## config.mk

```make
export PLATFORM = sky130hd
export DESIGN_NAME = tdmber_top
export DESIGN_NICKNAME = d
export VERILOG_FILES = /design/src/rtl/tdmber_pkg.sv /design/src/rtl/tdmber_slot_timer.sv /design/src/rtl/tdmber_regs.sv /design/src/rtl/tdmber_prbs_gen.sv /design/src/rtl/tdmber_checker.sv /design/src/rtl/tdmber_top.sv
export SDC_FILE = /design/constraint.sdc
export NUM_CORES = 1
export LEC_CHECK = 0
export BUFFER_PORTS_ARGS = -buffer_cell sky130_fd_sc_hd__buf_2
export CELL_PAD_IN_SITES_DETAIL_PLACEMENT = 1
export CELL_PAD_IN_SITES_GLOBAL_PLACEMENT = 1
export CORE_ASPECT_RATIO = 1.2
export CORE_MARGIN = 2
export CORE_UTILIZATION = 30
export CTS_BUF_LIST = sky130_fd_sc_hd__clkbuf_16
export CTS_CLUSTER_DIAMETER = 80
export DETAILED_ROUTE_END_ITERATION = 16
export GPL_ROUTABILITY_DRIVEN = 0
export MAX_ROUTING_LAYER = met4
export PLACE_DENSITY_LB_ADDON = 0.05
export SETUP_SLACK_MARGIN = 0.2
export SYNTH_ARGS = -nofsm -noshare
export SYNTH_HDL_FRONTEND = slang
export SYNTH_SLANG_ARGS = --single-unit
export TNS_END_PERCENT = 30
```

## constraint.sdc

```tcl
create_clock -name clk -period 2.8 [get_ports clk]
set_input_delay 0.14 -clock clk [delete_from_list [all_inputs] [get_ports clk]]
set_output_delay 0.14 -clock clk [all_outputs]
set_load 0.01 [all_outputs]
```

## src/rtl/tdmber_pkg.sv

```systemverilog
package tdmber_pkg;

  // Generator / checker register length, fixed by the x^15 + x^14 + 1 polynomial
  localparam int PRBS_W = 15;

  // Channel mode codes held in bits [15:13] of a channel entry
  localparam logic [2:0] MODE_UNDRIVEN = 3'b000;
  localparam logic [2:0] MODE_PATTERN  = 3'b111;

  // Register word addresses
  localparam int CTRL_ADDR  = 'h000;
  localparam int RXSEL_ADDR = 'h001;
  localparam int ERRS_ADDR  = 'h002;
  localparam int TBL_BASE   = 'h200;

  // Control bit positions
  localparam int CTRL_RXEN_BIT = 7;
  localparam int CTRL_CLR_BIT  = 8;

  // Oldest bit leaves at the top, the new bit enters at the bottom
  function automatic logic [PRBS_W-1:0] prbs_advance(input logic [PRBS_W-1:0] s);
    return {s[PRBS_W-2:0], s[PRBS_W-1] ^ s[PRBS_W-2]};
  endfunction

  // Expected next bit given the last PRBS_W received bits (newest at bit 0)
  function automatic logic prbs_expect(input logic [PRBS_W-1:0] h);
    return h[PRBS_W-1] ^ h[PRBS_W-2];
  endfunction

endpackage

```

## src/rtl/tdmber_slot_timer.sv

```systemverilog
module tdmber_slot_timer #(
  parameter int NCH = 32,
  parameter int BPC = 8
) (
  input  logic                                clk,
  input  logic                                rst_n,
  input  logic                                frame_pulse,
  output logic [((NCH > 1) ? $clog2(NCH) : 1)-1:0] cur_chan
);
  localparam int FRAME_BITS = NCH * BPC;
  localparam int POS_W      = (FRAME_BITS > 1) ? $clog2(FRAME_BITS) : 1;
  localparam int CH_W       = (NCH > 1) ? $clog2(NCH) : 1;

  logic [POS_W-1:0] pos_q;
  logic [POS_W-1:0] cur_pos;
  logic             frame_end;

  // The pulse cycle itself is bit 0 of channel 0
  assign cur_pos   = frame_pulse ? '0 : pos_q;
  assign frame_end = (cur_pos == POS_W'(FRAME_BITS - 1));
  assign cur_chan  = CH_W'(cur_pos / POS_W'(BPC));

  always_ff @(posedge clk or negedge rst_n) begin
    if (!rst_n)         pos_q <= '0;
    else if (frame_end) pos_q <= '0;
    else                pos_q <= cur_pos + 1'b1;
  end
endmodule

```

## src/rtl/tdmber_regs.sv

```systemverilog
module tdmber_regs
  import tdmber_pkg::*;
#(
  parameter int NS    = 4,
  parameter int NCH   = 32,
  parameter int ERR_W = 16,
  parameter int AW    = 10
) (
  input  logic                                  clk,
  input  logic                                  rst_n,
  input  logic                                  reg_wr,
  input  logic [AW-1:0]                         reg_addr,
  input  logic [15:0]                           reg_wdata,
  output logic [15:0]                           reg_rdata,
  input  logic [ERR_W-1:0]                      err_cnt,
  input  logic [((NCH > 1) ? $clog2(NCH) : 1)-1:0] cur_chan,
  output logic [NS-1:0]                         pattern_slot,
  output logic                                  rx_en,
  output logic                                  cnt_clr,
  output logic [((NS > 1) ? $clog2(NS) : 1)-1:0]   sel_stream,
  output logic [((NCH > 1) ? $clog2(NCH) : 1)-1:0] sel_chan
);
  localparam int CH_W  = (NCH > 1) ? $clog2(NCH) : 1;
  localparam int SS_W  = (NS > 1) ? $clog2(NS) : 1;
  localparam int TBL_N = NS * NCH;
  localparam int IDX_W = (TBL_N > 1) ? $clog2(TBL_N) : 1;

  logic [2:0]       mode_q [TBL_N];
  logic             hit_ctrl, hit_sel, hit_errs, hit_tbl;
  logic [AW-1:0]    tbl_off;
  logic [IDX_W-1:0] tbl_idx;
  logic             unused_wdata;

  assign hit_ctrl = (reg_addr == AW'(CTRL_ADDR));
  assign hit_sel  = (reg_addr == AW'(RXSEL_ADDR));
  assign hit_errs = (reg_addr == AW'(ERRS_ADDR));
  assign hit_tbl  = (reg_addr >= AW'(TBL_BASE)) && (reg_addr < AW'(TBL_BASE + TBL_N));
  assign tbl_off  = reg_addr - AW'(TBL_BASE);
  assign tbl_idx  = tbl_off[IDX_W-1:0];
  assign unused_wdata = ^{reg_wdata[6:0], reg_wdata[12:9]};

  // Control and receive select
  always_ff @(posedge clk or negedge rst_n) begin
    if (!rst_n) begin
      rx_en      <= 1'b0;
      cnt_clr    <= 1'b0;
      sel_stream <= '0;
      sel_chan   <= '0;
    end else if (reg_wr) begin
      if (hit_ctrl) begin
        rx_en   <= reg_wdata[CTRL_RXEN_BIT];
        cnt_clr <= reg_wdata[CTRL_CLR_BIT];
      end
      if (hit_sel) begin
        sel_stream <= reg_wdata[8 +: SS_W];
        sel_chan   <= reg_wdata[0 +: CH_W];
      end
    end
  end

  // Channel mode table: only the mode field is kept
  always_ff @(posedge clk or negedge rst_n) begin
    if (!rst_n) begin
      for (int i = 0; i < TBL_N; i++) mode_q[i] <= MODE_UNDRIVEN;
    end else if (reg_wr && hit_tbl) begin
      mode_q[tbl_idx] <= reg_wdata[15:13];
    end
  end

  // Per-stream lookup of the channel now on the line
  for (genvar s = 0; s < NS; s++) begin : g_slot
    logic [IDX_W-1:0] row;
    assign row             = IDX_W'(s * NCH) + IDX_W'(cur_chan);
    assign pattern_slot[s] = (mode_q[row] == MODE_PATTERN);
  end

  // Read-back
  always_comb begin
    reg_rdata = '0;
    if (hit_ctrl) begin
      reg_rdata[CTRL_RXEN_BIT] = rx_en;
      reg_rdata[CTRL_CLR_BIT]  = cnt_clr;
    end else if (hit_sel) begin
      reg_rdata[8 +: SS_W] = sel_stream;
      reg_rdata[0 +: CH_W] = sel_chan;
    end else if (hit_errs) begin
      reg_rdata[ERR_W-1:0] = err_cnt;
    end else if (hit_tbl) begin
      reg_rdata[15:13] = mode_q[tbl_idx];
    end
  end
endmodule

```

## src/rtl/tdmber_prbs_gen.sv

```systemverilog
module tdmber_prbs_gen
  import tdmber_pkg::*;
(
  input  logic clk,
  input  logic rst_n,
  input  logic step,
  output logic out_bit
);
  logic [PRBS_W-1:0] state_q;

  assign out_bit = state_q[PRBS_W-1];

  always_ff @(posedge clk or negedge rst_n) begin
    if (!rst_n)    state_q <= '1;
    else if (step) state_q <= prbs_advance(state_q);
  end
endmodule

```

## src/rtl/tdmber_checker.sv

```systemverilog
module tdmber_checker
  import tdmber_pkg::*;
#(
  parameter int ERR_W = 16
) (
  input  logic             clk,
  input  logic             rst_n,
  input  logic             sample,
  input  logic             rx_bit,
  input  logic             clr,
  output logic             miss,
  output logic [ERR_W-1:0] err_cnt
);
  localparam logic [ERR_W-1:0] CNT_MAX = '1;

  logic [PRBS_W-1:0] hist_q;

  // Self-synchronising: the history is made of received bits only
  assign miss = sample && (rx_bit != prbs_expect(hist_q));

  always_ff @(posedge clk or negedge rst_n) begin
    if (!rst_n)      hist_q <= '0;
    else if (sample) hist_q <= {hist_q[PRBS_W-2:0], rx_bit};
  end

  always_ff @(posedge clk or negedge rst_n) begin
    if (!rst_n)                            err_cnt <= '0;
    else if (clr)                          err_cnt <= '0;
    else if (miss && (err_cnt != CNT_MAX)) err_cnt <= err_cnt + 1'b1;
  end
endmodule

```

## src/rtl/tdmber_top.sv

```systemverilog
module tdmber_top
  import tdmber_pkg::*;
#(
  parameter int NS    = 4,
  parameter int NCH   = 32,
  parameter int BPC   = 8,
  parameter int ERR_W = 16,
  parameter int AW    = 10
) (
  input  logic          clk,
  input  logic          rst_n,
  input  logic          frame_pulse,
  input  logic          drive_en,
  input  logic [NS-1:0] rx_data,
  output logic [NS-1:0] tx_data,
  output logic [NS-1:0] tx_drive,
  input  logic          reg_wr,
  input  logic [AW-1:0] reg_addr,
  input  logic [15:0]   reg_wdata,
  output logic [15:0]   reg_rdata
);
  localparam int CH_W = (NCH > 1) ? $clog2(NCH) : 1;
  localparam int SS_W = (NS > 1) ? $clog2(NS) : 1;

  // Named internal events
  logic [CH_W-1:0]  cur_chan;
  logic [NS-1:0]    pattern_slot;
  logic             rx_en;
  logic             cnt_clr;
  logic [SS_W-1:0]  sel_stream;
  logic [CH_W-1:0]  sel_chan;
  logic             gen_step;
  logic             gen_bit;
  logic             chk_sample;
  logic             chk_bit;
  logic             chk_miss;
  logic [ERR_W-1:0] err_cnt;

  tdmber_slot_timer #(.NCH(NCH), .BPC(BPC)) u_timer (
    .clk(clk), .rst_n(rst_n), .frame_pulse(frame_pulse), .cur_chan(cur_chan)
  );

  tdmber_regs #(.NS(NS), .NCH(NCH), .ERR_W(ERR_W), .AW(AW)) u_regs (
    .clk(clk), .rst_n(rst_n),
    .reg_wr(reg_wr), .reg_addr(reg_addr), .reg_wdata(reg_wdata), .reg_rdata(reg_rdata),
    .err_cnt(err_cnt), .cur_chan(cur_chan), .pattern_slot(pattern_slot),
    .rx_en(rx_en), .cnt_clr(cnt_clr), .sel_stream(sel_stream), .sel_chan(sel_chan)
  );

  // One sequence shared by every pattern-mode slot
  assign tx_drive = pattern_slot & {NS{drive_en}};
  assign gen_step = |tx_drive;

  tdmber_prbs_gen u_gen (
    .clk(clk), .rst_n(rst_n), .step(gen_step), .out_bit(gen_bit)
  );

  for (genvar s = 0; s < NS; s++) begin : g_tx
    assign tx_data[s] = tx_drive[s] ? gen_bit : 1'b1;
  end

  assign chk_sample = rx_en && (cur_chan == sel_chan);
  assign chk_bit    = rx_data[sel_stream];

  tdmber_checker #(.ERR_W(ERR_W)) u_chk (
    .clk(clk), .rst_n(rst_n), .sample(chk_sample), .rx_bit(chk_bit),
    .clr(cnt_clr), .miss(chk_miss), .err_cnt(err_cnt)
  );
endmodule

```

# After elaboration in Yosys (flattened, before gate mapping)
# Index checks and enable logic that the tools add are counted.
dict set report totals {
  register_bits 447
  latchBits 0
  mem_bits_rw 0
  mem_bits_ro 0
  input_bits 35
  out_inout_bits 24
  memories 0
}
dict set report classes {
  addsub 6
  mul 0
  div_mod_pow 0
  n_lt_le_gt_ge 9
  n_eq_ne 10
  shift 0
  n_mux 38
  bitwise_logic 8
  n_reduce_logical 11
}
# op count
set op_table {}
lappend op_table {{384-bit bitwise mux} 1}
lappend op_table {{3-bit binary-select mux with 7-bit select} 5}
lappend op_table {{3-bit 2-to-1 mux} 14}
lappend op_table {{8-bit >= comparator (second input constant)} 5}
lappend op_table {{16-bit 2-to-1 mux} 2}
lappend op_table {{7-bit inverter with 8-bit output} 4}
lappend op_table {{3-bit demux with 7-bit select} 1}
lappend op_table {{16-bit by 1-bit adder with 16-bit output (second input constant)} 1}
lappend op_table {{8-bit 2-to-1 mux} 2}
lappend op_table {{16-bit != test (second input constant)} 1}
lappend op_table {{7-bit 2-to-1 mux} 2}
lappend op_table {{13-bit 2-to-1 mux} 1}
lappend op_table {{3-bit equality test (second input constant)} 4}
lappend op_table {{10-bit by 1-bit equality test with 1-bit output (second input constant)} 1}
lappend op_table {{10-bit by 2-bit equality test with 1-bit output (second input constant)} 1}
lappend op_table {{10-bit >= comparator (second input constant)} 1}
lappend op_table {{10-bit zero test} 1}
lappend op_table {{10-bit less-than comparator (second input constant)} 1}
lappend op_table {{8-bit by 1-bit adder with 8-bit output (second input constant)} 1}
lappend op_table {{8-bit equality test (second input constant)} 1}
lappend op_table {{8-bit by 1-bit less-than comparator with 1-bit output (second input constant)} 1}
lappend op_table {{5-bit inverter with 8-bit output} 1}
lappend op_table {{6-bit by 5-bit adder with 7-bit output (first input constant)} 1}
lappend op_table {{6-bit by 6-bit adder with 7-bit output (first input constant)} 1}
lappend op_table {{other kinds (16)} 28}

# Longest topological paths before layout
# Gate-level depths: netlist of the first run.
dict set report logic_depth {
  depth_word 9
  depth_mapped 11
  ltp_nobuf 7
}

# Hierarchy
# A second synthesis of the first run with hierarchy kept.
dict set report unflattened {
  cells_unflattened 1943
  area_unflattened_um2 23174.7
}
# module instances cells_each area_each_um2 seq_area_each_um2
set modules_own_cells {}
lappend modules_own_cells {tdmber_regs 1 1713 20423.3 9834.4}
lappend modules_own_cells {tdmber_checker 1 135 1542.7 775.7}
lappend modules_own_cells {tdmber_prbs_gen 1 34 630.6 394.1}
lappend modules_own_cells {tdmber_slot_timer 1 44 427.9 200.2}
lappend modules_own_cells {tdmber_top 1 17 150.1 0.0}

# Worst setup path after synthesis of the first run
# OpenSTA, ideal clock, no wires.
dict set report synth_path {
  path_kind {register to register}
  start {reg u_timer.pos_q[4]}
  end {reg u_gen.state_q[10]}
  setup_time_ns 0.082
  t_arrival_ns 2.300
  t_required_ns 2.718
  setup_slack_ns 0.418
  stages_incl_launch_ff 10
  n_path_buf 3
  synth_period_minus_slack_ns 2.382
  cell_sequence {dfrtp_1 buf_6 nand2b_1 buf_2 mux4_2 o2111ai_1 o211a_1 nand4b_2 buf_6 mux2_4}
}
dict set report synth_between {
  elab_chain_cells 9
  word_cells_on_any_way 26
  cone_classes {add/sub (3); eq/ne (4); mux (13); bitwise (5); reduce/logical (1)}
}
# element line_no
set synth_rtl {}
lappend synth_rtl {{start: declaration} tdmber_slot_timer.sv:14} ;# logic [POS_W-1:0] pos_q;
lappend synth_rtl {{start signal: assignment} tdmber_slot_timer.sv:26} ;# else pos_q <= cur_pos + 1'b1;
lappend synth_rtl {{8-bit 2-to-1 mux} tdmber_slot_timer.sv:19} ;# assign cur_pos = frame_pulse ? '0 : pos_q;
lappend synth_rtl {{7-bit by 5-bit adder with 7-bit output} tdmber_regs.sv:73} ;# assign row = IDX_W'(s * NCH) + IDX_W'(cur_chan);
lappend synth_rtl {{7-bit inverter with 8-bit output (not written as such)} tdmber_regs.sv:74} ;# assign pattern_slot[s] = (mode_q[row] == MODE_PATTERN);
lappend synth_rtl {{3-bit binary-select mux with 7-bit select} tdmber_regs.sv:74}
lappend synth_rtl {{3-bit 2-to-1 mux (not written as such) (2 in a row)} tdmber_regs.sv:74}
lappend synth_rtl {{3-bit equality test} tdmber_regs.sv:74}
lappend synth_rtl {{4-bit AND} tdmber_top.sv:51} ;# assign tx_drive = pattern_slot & {NS{drive_en}};
lappend synth_rtl {{via tx_drive[2]} tdmber_top.sv:16} ;# output logic [NS-1:0] tx_drive,
lappend synth_rtl {{4-bit OR reduction} tdmber_top.sv:52} ;# assign gen_step = |tx_drive;
lappend synth_rtl {{end signal: assignment} tdmber_prbs_gen.sv:15} ;# else if (step) state_q <= prbs_advance(state_q);
lappend synth_rtl {{end: declaration} tdmber_prbs_gen.sv:9} ;# logic [PRBS_W-1:0] state_q;
# The timed path passes the listed nets, and every way through them passes these cells. The select of a mux whose other input is x is not followed.
# A chain may end at the register's enable or synchronous reset.

# Worst setup path in the final report of the first run
dict set report layout_path {
  start {reg u_timer.pos_q[3]}
  end {out tx_data[1]}
}
dict set report layout_between {
  elab_chain_cells 9
}
# element line_no
set layout_rtl {}
lappend layout_rtl {{8-bit 2-to-1 mux} tdmber_slot_timer.sv:19}
lappend layout_rtl {{6-bit by 5-bit adder with 7-bit output} tdmber_regs.sv:73}
lappend layout_rtl {{7-bit inverter with 8-bit output (not written as such)} tdmber_regs.sv:74}
lappend layout_rtl {{3-bit binary-select mux with 7-bit select} tdmber_regs.sv:74}
lappend layout_rtl {{3-bit 2-to-1 mux (not written as such) (2 in a row)} tdmber_regs.sv:74}
lappend layout_rtl {{3-bit equality test} tdmber_regs.sv:74}
lappend layout_rtl {{4-bit AND} tdmber_top.sv:51}
lappend layout_rtl {{1-bit 2-to-1 mux} tdmber_top.sv:59} ;# assign tx_data[s] = tx_drive[s] ? gen_bit : 1'b1;
lappend layout_rtl {{end: declaration} tdmber_top.sv:15} ;# output logic [NS-1:0] tx_data,
# Every way passes these cells. The select of a mux whose other input is x is not followed.

==> results of run 1 <==
## worst register-to-register path, stage by stage (launching register included)
cell      delay, ns
dfrtp_4        0.59
buf_6          0.19
buf_4          0.20
nand4b_1       0.27
nand3_1        0.13
nand4_1        0.11
o21ai_0        0.32
o211a_4        0.24
buf_4          0.11
nand4b_4       0.17
buf_12         0.18
mux2_2         0.35
## placed cells by master (no fill, tap or decap), types with 24 or more instances in the layout
| master | count |
|---|---|
| inv_1 | 24 |
| mux2_2 | 438 |
| buf_6 | 26 |
| buf_2 | 41 |
| dfrtp_1 | 429 |
| a21oi_1 | 29 |
| a22oi_1 | 84 |
| clkbuf_16 | 52 |
| buf_4 | 212 |
| nor2_1 | 81 |
| nand4_1 | 68 |
| nand2_1 | 178 |
| nand3_1 | 77 |
| o21ai_0 | 26 |
| buf_12 | 44 |
## how the worst max path moves through the flow
| stage | startpoint | end | slack [ns] | depth (start not counted) |
|---|---|---|---|---|
| floorplan | u_timer.pos_q[4] | u_gen.state_q[10] | 0.42 | 9 |
| global placement | reg_addr[0] | reg_rdata[13] | -0.57 | 13 |
| detailed placement | u_timer.pos_q[4] | u_gen.state_q[9] | -0.53 | 10 |
| CTS | u_timer.pos_q[4] | tx_data[1] | -0.35 | 10 |
| global route | u_timer.pos_q[4] | tx_data[1] | -0.38 | 10 |
| finish | u_timer.pos_q[3] | tx_data[1] | -0.33 | 11 |
## logic make-up (layout without fill, tap and decap cells)
family / after synthesis / after routing / share of synthesized area
other: 0 / 2 / 0
multiplexers: 481 / 481 / 0.244
flip-flops: 447 / 447 / 0.488
adder cells (fa/ha/maj): 2 / 2 / 0.00109
XOR/XNOR: 18 / 18 / 0.00687
AND/OR/NAND/NOR: 540 / 540 / 0.119
buffers and inverters: 169 / 452 / 0.0333
AO/OA/AOI/OAI: 333 / 333 / 0.108
## layout make-up
| type | count | area (µm²) | area share |
|---|---|---|---|
| Antenna cell | 2 | 5.00 | 0.000173 |
| Clock buffer | 51 | 1280 | 0.0442 |
| Clock inverter | 38 | 254 | 0.00879 |
| Inverter | 21 | 81.3 | 0.00282 |
| Multi-Input combinational cell | 1374 | 11600 | 0.400 |
| Sequential cell | 447 | 11200 | 0.388 |
| Tap cell | 1017 | 1270 | 0.0440 |
| Timing Repair Buffer | 342 | 3230 | 0.112 |
## layer usage
| layer | vias up | track usage | wire length [µm] |
|---|---|---|---|
| met5 | - | - | 0 |
| met4 | 0 | 0.0978 | 4140 |
| met3 | 192 | 0.0361 | 4610 |
| met2 | 568 | 0.467 | 52400 |
| met1 | 10066 | 0.330 | 43700 |
| li1 | 7959 | - | - |
## power groups by stage
stage / sequential [mW] / clock (mW) / combinational, mW
final: 6.68 / 6.39 / 1.21
after global routing: 6.68 / 6.83 / 1.27
after CTS: 6.67 / 6.59 / 1.20
after detailed placement: 6.79 / 0 / 1.16
after global placement: 6.79 / 0 / 1.15
after floorplan: 6.73 / 0 / 0.436
## synthesized netlist by cell type (14+ instances only)
master    count  area share
mux4_2       14       0.014
and3_1       19      0.0052
dfrtp_1     432        0.47
nand2_1     179       0.029
clkbuf_1    101       0.017
a211oi_1     14      0.0046
a22oi_1      86       0.028
nor2_1       85       0.014
o211ai_1     21      0.0069
nand4_1      68       0.019
nand3_1      80       0.017
nand4b_1     20      0.0076
a221oi_1     29       0.011
mux2i_1      18      0.0079
a21oi_1      39      0.0085
o21ai_0      36      0.0079
nor3_1       14      0.0031
inv_1        19      0.0031
a22o_1       17      0.0065
mux2_2      439        0.22
buf_2        29      0.0063
dfstp_2      15       0.017
## what timing repair did
item                                   CTS  global route
gates resized for setup                111            53
buffers inserted                        22             2
pin swaps                               35            41
endpoints found under the hold margin   77             0
cloned                                   1             1
setup endpoints to repair               26            37
hold buffers                            10             0
## state kept, by name, summed over array words and instances, names as in the netlist
| register | cells |
|---|---|
| u_chk.hist_q | 15 |
| u_chk.err_cnt | 16 |
| u_gen.state_q | 15 |
| u_regs.sel_stream | 2 |
| u_regs.rx_en | 1 |
| u_regs.sel_chan | 5 |
| u_timer.pos_q | 8 |
| u_regs.mode_q | 384 |
| u_regs.cnt_clr | 1 |
## metrics by stage
step / hold WS, ns / instances / utilization
detailed placement: 0.214 / 3165 / 0.345
CTS: 0.000518 / 3287 / 0.376
global route: 0.0349 / 3291 / 0.380
floorplan: -0.156 / 1990 / -
finish: 0.0222 / 3292 / 0.380
global placement: 0.216 / 3165 / 0.345
==> metrics.md, run 1 <==
| Metric | Value |
|---|---|
| Critical Path AT | 2.99 ns |
| Nets | 2274 |
| Crit end category | output port |
| Core box area | 0.0761 mm² |
| Grt total ovfl | 0 |
| Failing checks | negative setup slack |
| HP Class | input port to flop |
| Worst skew pair latency | 0.62 ns |
| IO buf count | 53 |
| Hold_sp | rx_data[1] |
| Final hold violation count | 0 |
| Slew Viols, Final | 0 |
| Critical Path Source Type | flop |
| #FFs+latches synth | 447 |
| DRT Pass-1 Iters | 5 |
| H-tree depth | 2 |
| Final Setup Violations | 26 |
| CTS tree | yes |
| RSZ-0062 raised after global routing | true |
| CTS buffer count | 51 |
| Slew HR | 0.459 |
| Antenna violations before repair | 1 |
| Routed Antenna Nets | 0 |
| FF-to-FF End | u_gen.state_q[14] |
| DR WL/cell | 31.9 µm |
| Number of global-route vias before repair | 20407 |
| Sequential share of power | 0.468 |
| Placement Setup Slack | -0.527 ns |
| Primary FF master, synth | dfrtp_1 |
| Critical path's most frequent cell | buf_6 |
| Period utilization | 1.12 |
| Largest net degree at the start of global routing | 129 |
| Die H | 307 µm |
| Fin crit period | 3.13 ns |
| Routed via count | 18785 |
| Initial drt markers | 1449 |
| Setup Skew | 0.0222 ns |
| Worst Path Buf+Inv | 5 |
| Vias/cell | 5.71 |
| HPWL Detailed | 75.2 mm |
| Syn_nets | 2027 |
| Setup_tns | -4.40 ns |
| Clk sink count | 447 |
| WP data required | 2.66 ns |
| Post-synth EDFFs | 0 |
| Post-Synthesis Cells | 1990 |
| CP max-delay cell | dfrtp_2 |
| Synth-to-layout area growth | 25.9% |
| Share of flip-flops with an asynchronous set or reset | 1.00 |
| Starting Density | 0.301 |
| Clock Root Buffer | clkbuf_16 |
| Clock network fraction of total power | 0.447 |
| CP max stage delay | 0.42 ns |
| DRC | 0 |
| Proportion of layout cells with a drive suffix above 1 | 0.435 |
| YS warnings | 0 |
| Power Total | 14.3 mW |
| Row count | 111 |
| Die ar. | 0.0787 mm² |
| Psw | 3.74 mW |
| R2R Path Start | u_timer.pos_q[4] |
| Clock Tree Buf Depth | 3 |
| Layout fillers | 8241 |
| Total Routing Usage GR | 0.273 |
| Crit path max-delay family | compound AO/OA/AOI/OAI gates |
| Mapped cell area | 0.0229 mm² |
| R2R Setup Slk | -0.13 ns |
| Drt total wl | 105 mm |
| Mapped Avg Cell Area | 11.5 µm² |
| Final worst slack | -0.331 ns |
| Synth cell types | 77 |
| Critical path class | flop to output port |
| Worst hold path endpoint | u_chk.hist_q[0] |
| Outcome | complete, but fails checks |
| Part of the power in combinational logic | 0.085 |
| Seq/Total Area, Yosys | 0.488 |
| Final instance area | 0.0289 mm² |
| P_int | 10.5 mW |
| Switching portion of total power | 0.262 |
| Highest ir drop seen on vdd | 342 µV |
| Fmax | 319 MHz |
| Leakage | 13.0 nW |
| Total power density per cell area | 494 mW/mm² |
| Max FO, Critical Path | 5 |
| Clock transition at path regs | 0.06 ns |
| Hold path depth | 3 |
| Die width | 256 µm |
| IO Count | 59 |
| Cell Chain, Critical Path | nor2b_4 -> buf_6 -> buf_4 -> o32ai_4 -> a22oi_2 -> a211oi_4 -> buf_6 -> a311oi_4 -> buf_6 -> or2_4 -> buf_6 |
| Global-route wire length before repair | 151 mm |
| Reg2Reg Depth | 11 |
| Tightest Pin Transition | 0.811 ns |
| Placed standard-cell area | 0.0263 mm² |
| Max-cap violations | 0 |
(Power assumes the default switching activity.)
==> inputs of run 2 (changes only) <==
==> constraint.sdc (replaced) <==
create_clock -name clk -period 3.52 [get_ports clk]
set_input_delay 0.176 -clock clk [delete_from_list [all_inputs] [get_ports clk]]
set_output_delay 0.176 -clock clk [all_outputs]
set_load 0.01 [all_outputs]
==> metrics.md, run 2 (synthesis gave the netlist of run 1 again) <==
| Metric | Value |
|---|---|
| H-tree depth | 2 |
| DRC | 0 |
| Row count | 111 |
| DRT Pass-1 Iters | 5 |
| Worst Path Buf+Inv | 4 |
| Vias/cell | 5.68 |
| Reg2Reg Depth | 12 |
| Multi-input logic area | 0.0112 mm² |
| Crit end category | output port |
| Starting Density | 0.301 |
| DR WL/cell | 31.5 µm |
| Critical Path AT | 3.11 ns |
| Period utilization | 0.934 |
| Synth-to-layout area growth | 18.8% |
| Max FO, Critical Path | 10 |
| FF+latch area | 0.0112 mm² |
| Clock Root Buffer | clkbuf_16 |
| Slew HR | 0.346 |
| Setup Skew | 0.0207 ns |
| Antenna violations before repair | 3 |
| HPWL Detailed | 70.0 mm |
| Slew Viols, Final | 0 |
| Max-cap violations | 0 |
| Placed standard-cell area | 0.0252 mm² |
| CTS tree | yes |
| Die ar. | 0.0787 mm² |
| CTS buffer count | 53 |
| Final instance area | 0.0273 mm² |
| RSZ-0062 raised after global routing | true |
| Clock Tree Buf Depth | 3 |
| Largest net degree at the start of global routing | 92 |
| Fin crit period | 3.29 ns |
| Biggest regs | u_regs.mode_q x384, u_chk.err_cnt x16 |
| Biggest register | u_regs.mode_q |
| Max FFs per register | 384 |
| Die width | 256 µm |
| Clk sink count | 447 |
| Nets | 2151 |
| CP max stage delay | 0.57 ns |
| Final hold violation count | 0 |
| Total power density per cell area | 424 mW/mm² |
| Routed Antenna Nets | 0 |
| CP max-delay cell | dfrtp_4 |
| Proportion of layout cells with a drive suffix above 1 | 0.372 |
| Final Setup Violations | 0 |
| Cell Chain, Critical Path | buf_12 -> or3b_2 -> a21oi_1 -> o21ai_0 -> buf_4 -> o22ai_4 -> a311oi_4 -> buf_4 -> or2_2 -> buf_2 |
| Layout fillers | 8302 |
| R2R Setup Slk | 0.51 ns |
| Highest ir drop seen on vdd | 349 µV |
| Most common cell after layout, fill and taps aside | mux2_2 |
| Most frequent cells in the layout | 439 x mux2_2, 430 x dfrtp_1, 178 x nand2_1, 130 x buf_4, 85 x a22oi_1 |
| FF-to-FF End | u_gen.state_q[7] |
| Grt total ovfl | 0 |
| Core box area | 0.0761 mm² |
| IO Count | 59 |
| Leakage | 12.2 nW |
| HP Class | input port to flop |
| Tightest Pin Transition | 0.981 ns |
| Worst skew pair latency | 0.64 ns |
| WP data required | 3.34 ns |
| Critical path's most frequent cell | buf_4 |
| Drt total wl | 99.9 mm |
| Global-route wire length before repair | 146 mm |
| Die H | 307 µm |
| Total Routing Usage GR | 0.261 |
| Initial drt markers | 1250 |
| Number of global-route vias before repair | 19665 |
| Routed via count | 18031 |
| Hold path depth | 3 |
| Critical Path Source Type | flop |
| Fmax | 304 MHz |
| Crit path max-delay family | simple AND/OR/NAND/NOR gates |
| IO buf count | 53 |
| Outcome | completed |
| R2R Path Start | u_timer.pos_q[4] |
| Clock transition at path regs | 0.06 ns |
| Worst hold path endpoint | u_chk.hist_q[0] |
| Setup_tns | 0 ns |
| Hold_sp | rx_data[1] |
| Critical path class | flop to output port |
## run 2: changes by cell type in the layout (fill, tap and decap cells not counted), moves of 7 or more
cell	change
buf_4	-82
buf_12	-22
buf_6	-21
a21oi_1	+10
a21oi_2	-10
a211oi_1	+7
buf_2	+7
inv_1	+7
o21ai_0	+7
## run 2: worst max path at each step
stage                     start                end  cells after the start
3_3_place_gp   u_timer.pos_q[4]  u_gen.state_q[12]                     10
5_1_grt        u_timer.pos_q[4]         tx_data[1]                     10
6_report       u_timer.pos_q[4]         tx_data[1]                     10
4_1_cts        u_timer.pos_q[4]         tx_data[2]                      9
2_1_floorplan  u_timer.pos_q[4]  u_gen.state_q[10]                      9
3_5_place_dp   u_timer.pos_q[4]  u_gen.state_q[13]                     10
## run 2: repair_timing
| action | CTS | global route |
|---|---|---|
| setup endpoints to repair | 22 | 6 |
| resized for setup | 21 | 17 |
| setup buffers | 2 | 2 |
| cloned | 1 | 0 |
| hold buffers | 10 | 0 |
| pin swaps | 3 | 3 |
| endpoints found under the hold margin | 93 | 0 |
## run 2: per-stage QoR
step           power [mW]  hold slack, ns  setup WS (ns)   util  instances
2_1_floorplan        5.70          -0.120           1.14      -       1990
3_3_place_gp         6.21           0.228         0.0135  0.332       3061
3_5_place_dp         6.22           0.235         0.0244  0.332       3061
4_1_cts              11.7          0.0234          0.157  0.357       3171
5_1_grt              12.0          0.0614          0.148  0.358       3175
6_report             11.6          0.0532          0.232  0.358       3175
## run 2: final cells by class
type,count,share of cell area
Inverter,21,0.00289
Antenna cell,2,0.000184
Clock buffer,55,0.0505
Tap cell,1017,0.0467
Multi-Input combinational cell,1374,0.410
Sequential cell,447,0.411
Clock inverter,42,0.0104
Timing Repair Buffer,217,0.0683
## run 2: routing by layer
layer / vias to the layer above / routed length (µm) / track usage
met5: - / 0 / -
met4: 0 / 3200 / 0.0780
met3: 158 / 3740 / 0.0298
met2: 446 / 50000 / 0.446
met1: 9693 / 43000 / 0.326
li1: 7734 / - / -
## run 2: worst min-delay path, cell delays in order
cell and delay (ns):
buf_2 0.07, mux4_2 0.25, mux2_2 0.14
## run 2: power by group
group / internal [mW] / switching, mW
sequential: 5.22 / 0.0843
clock: 3.09 / 2.33
combinational: 0.244 / 0.590
==> inputs of run 3 (changes only) <==
--- a/config.mk
+++ b/config.mk
@@ -10,7 +10,7 @@
 export CELL_PAD_IN_SITES_GLOBAL_PLACEMENT = 1
 export CORE_ASPECT_RATIO = 1.2
 export CORE_MARGIN = 2
-export CORE_UTILIZATION = 30
+export CORE_UTILIZATION = 51
 export CTS_BUF_LIST = sky130_fd_sc_hd__clkbuf_16
 export CTS_CLUSTER_DIAMETER = 80
 export DETAILED_ROUTE_END_ITERATION = 16
==> metrics.md, run 3 (synthesis gave the netlist of run 1 again) <==
| Metric | Value |
|---|---|
| Outcome | completed |
| Nets | 2107 |
| Antenna violations before repair | 0 |
| Period utilization | 0.951 |
| Vias/cell | 6.97 |
| Power Total | 10.8 mW |
| Critical Path Source Type | flop |
| Biggest regs | u_regs.mode_q x384, u_chk.err_cnt x16 |
| Fmax | 299 MHz |
| Critical path class | flop to output port |
| Die width | 198 µm |
| Die H | 236 µm |
| Total power density per cell area | 418 mW/mm² |
| HPWL Detailed | 57.2 mm |
| H-tree depth | 2 |
| DRC | 0 |
| Worst hold margin | 0.127 ns |
| Slew HR | 0.230 |
| DR WL/cell | 32.1 µm |
| Routed via count | 18609 |
| Starting Density | 0.514 |
| Highest ir drop seen on vdd | 391 µV |
| WP data required | 3.34 ns |
| Proportion of layout cells with a drive suffix above 1 | 0.355 |
| Die ar. | 0.0467 mm² |
| Core box area | 0.0447 mm² |
| Largest net degree at the start of global routing | 136 |
| Initial drt markers | 1476 |
| Critical Path AT | 3.17 ns |
| Multi-input logic area | 0.0111 mm² |
| IO Count | 59 |
| Synth-to-layout area growth | 13.2% |
| Crit end category | output port |
| Slew Viols, Final | 0 |
| Final instance area | 0.0260 mm² |
| Number of diodes | 0 |
| IO buf count | 53 |
| Final hold violation count | 0 |
| Max-cap violations | 0 |
| HP Class | input port to flop |
| Max FO, Critical Path | 5 |
| Worst skew pair latency | 0.60 ns |
| RSZ-0062 raised after global routing | true |
| Clk sink count | 447 |
| Drt total wl | 85.9 mm |
| CTS buffer count | 47 |
| Clock Root Buffer | clkbuf_16 |
| FF+latch area | 0.0112 mm² |
| Clock transition at path regs | 0.06 ns |
| Most common cell after layout, fill and taps aside | mux2_2 |
| Fin crit period | 3.35 ns |
| Global-route wire length before repair | 127 mm |
| Clock Tree Buf Depth | 3 |
| Leakage | 11.9 nW |
| Number of global-route vias before repair | 19876 |
| Routed Antenna Nets | 0 |
| CTS tree | yes |
| Placed standard-cell area | 0.0243 mm² |
| Final Setup Violations | 0 |
| Setup Skew | 0.0236 ns |
| Most frequent cells in the layout | 439 x mux2_2, 429 x dfrtp_1, 179 x nand2_1, 101 x buf_4, 86 x a22oi_1 |
| Biggest register | u_regs.mode_q |
| Tightest Pin Transition | 1.16 ns |
| Total Routing Usage GR | 0.381 |
| Grt total ovfl | 0 |
| Setup_tns | 0 ns |
| Layout fillers | 4575 |
| DRT Pass-1 Iters | 6 |
| Row count | 85 |
| Max FFs per register | 384 |
## run 3: cell types whose count changed in the layout (fill, tap and decap cells not counted), sizes merged
cell | before | now
diode | 2 | 0
dlygate4sd3 | 10 | 9
clkbuf | 55 | 50
bufinv | 4 | 2
buf | 206 | 169
clkinv | 24 | 25
inv | 34 | 29
bufbuf | 1 | 0
## run 3: path summary, 6_finish.rpt
check	end	slack, ns	startpoint	cells after the start
setup / recovery	tx_data[3]	0.17	u_timer.pos_q[3]	9
min in group asynchronous	u_regs.sel_stream[1]	0.18	rst_n	2
max in group asynchronous	u_regs.mode_q[264]	2.14	rst_n	3
hold / removal	u_chk.hist_q[0]	0.13	rx_data[2]	3
setup reg to reg	u_gen.state_q[7]	0.55	u_timer.pos_q[5]	11
hold reg to reg	u_chk.hist_q[9]	0.50	u_chk.hist_q[8]	1
## run 3: area by class of cell
class,count,area share
flip-flops and latches,447,0.432
multi-input cells,1374,0.426
repair buffers,179,0.0569
clock buffers,49,0.0472
well taps,565,0.0272
clock inverters,36,0.00819
inverters,21,0.00303
## run 3: per-layer routing
metal / track usage / wire length (µm)
met4: 0.202 / 5240
met5: - / 0
met1: 0.456 / 33000
met3: 0.0844 / 6750
met2: 0.603 / 40900
## run 3: metrics by stage
stage,std cells,setup WS (ns),utilization
finish,2671,0.174,0.581
detailed placement,2572,0.112,0.544
floorplan,1990,1.14,-
CTS,2669,0.236,0.580
global route,2671,0.151,0.581
global placement,2572,0.174,0.544
## run 3: timing repair
item / in CTS / in global routing
hold buffers: 9 / 0
setup endpoints to repair: 23 / 7
setup buffers: 3 / 1
hold endpoints to repair: 77 / 0
pin swaps: 0 / 2
gates resized for setup: 11 / 3
gates cloned: 0 / 1
## run 3: power breakdown
part	switching, mW	internal [mW]	total, mW
clock network	2.11	2.65	4.77
logic	0.553	0.226	0.779
registers	0.0813	5.22	5.30
## run 3: critical path: stages, from the launching register on
cell and delay, ns:
dfrtp_2 0.40, nor2b_1 0.40, buf_4 0.23, buf_4 0.19, mux2i_1 0.20, a31oi_1 0.12
o21ai_1 0.34, o32ai_2 0.23, or2_2 0.32, buf_2 0.14
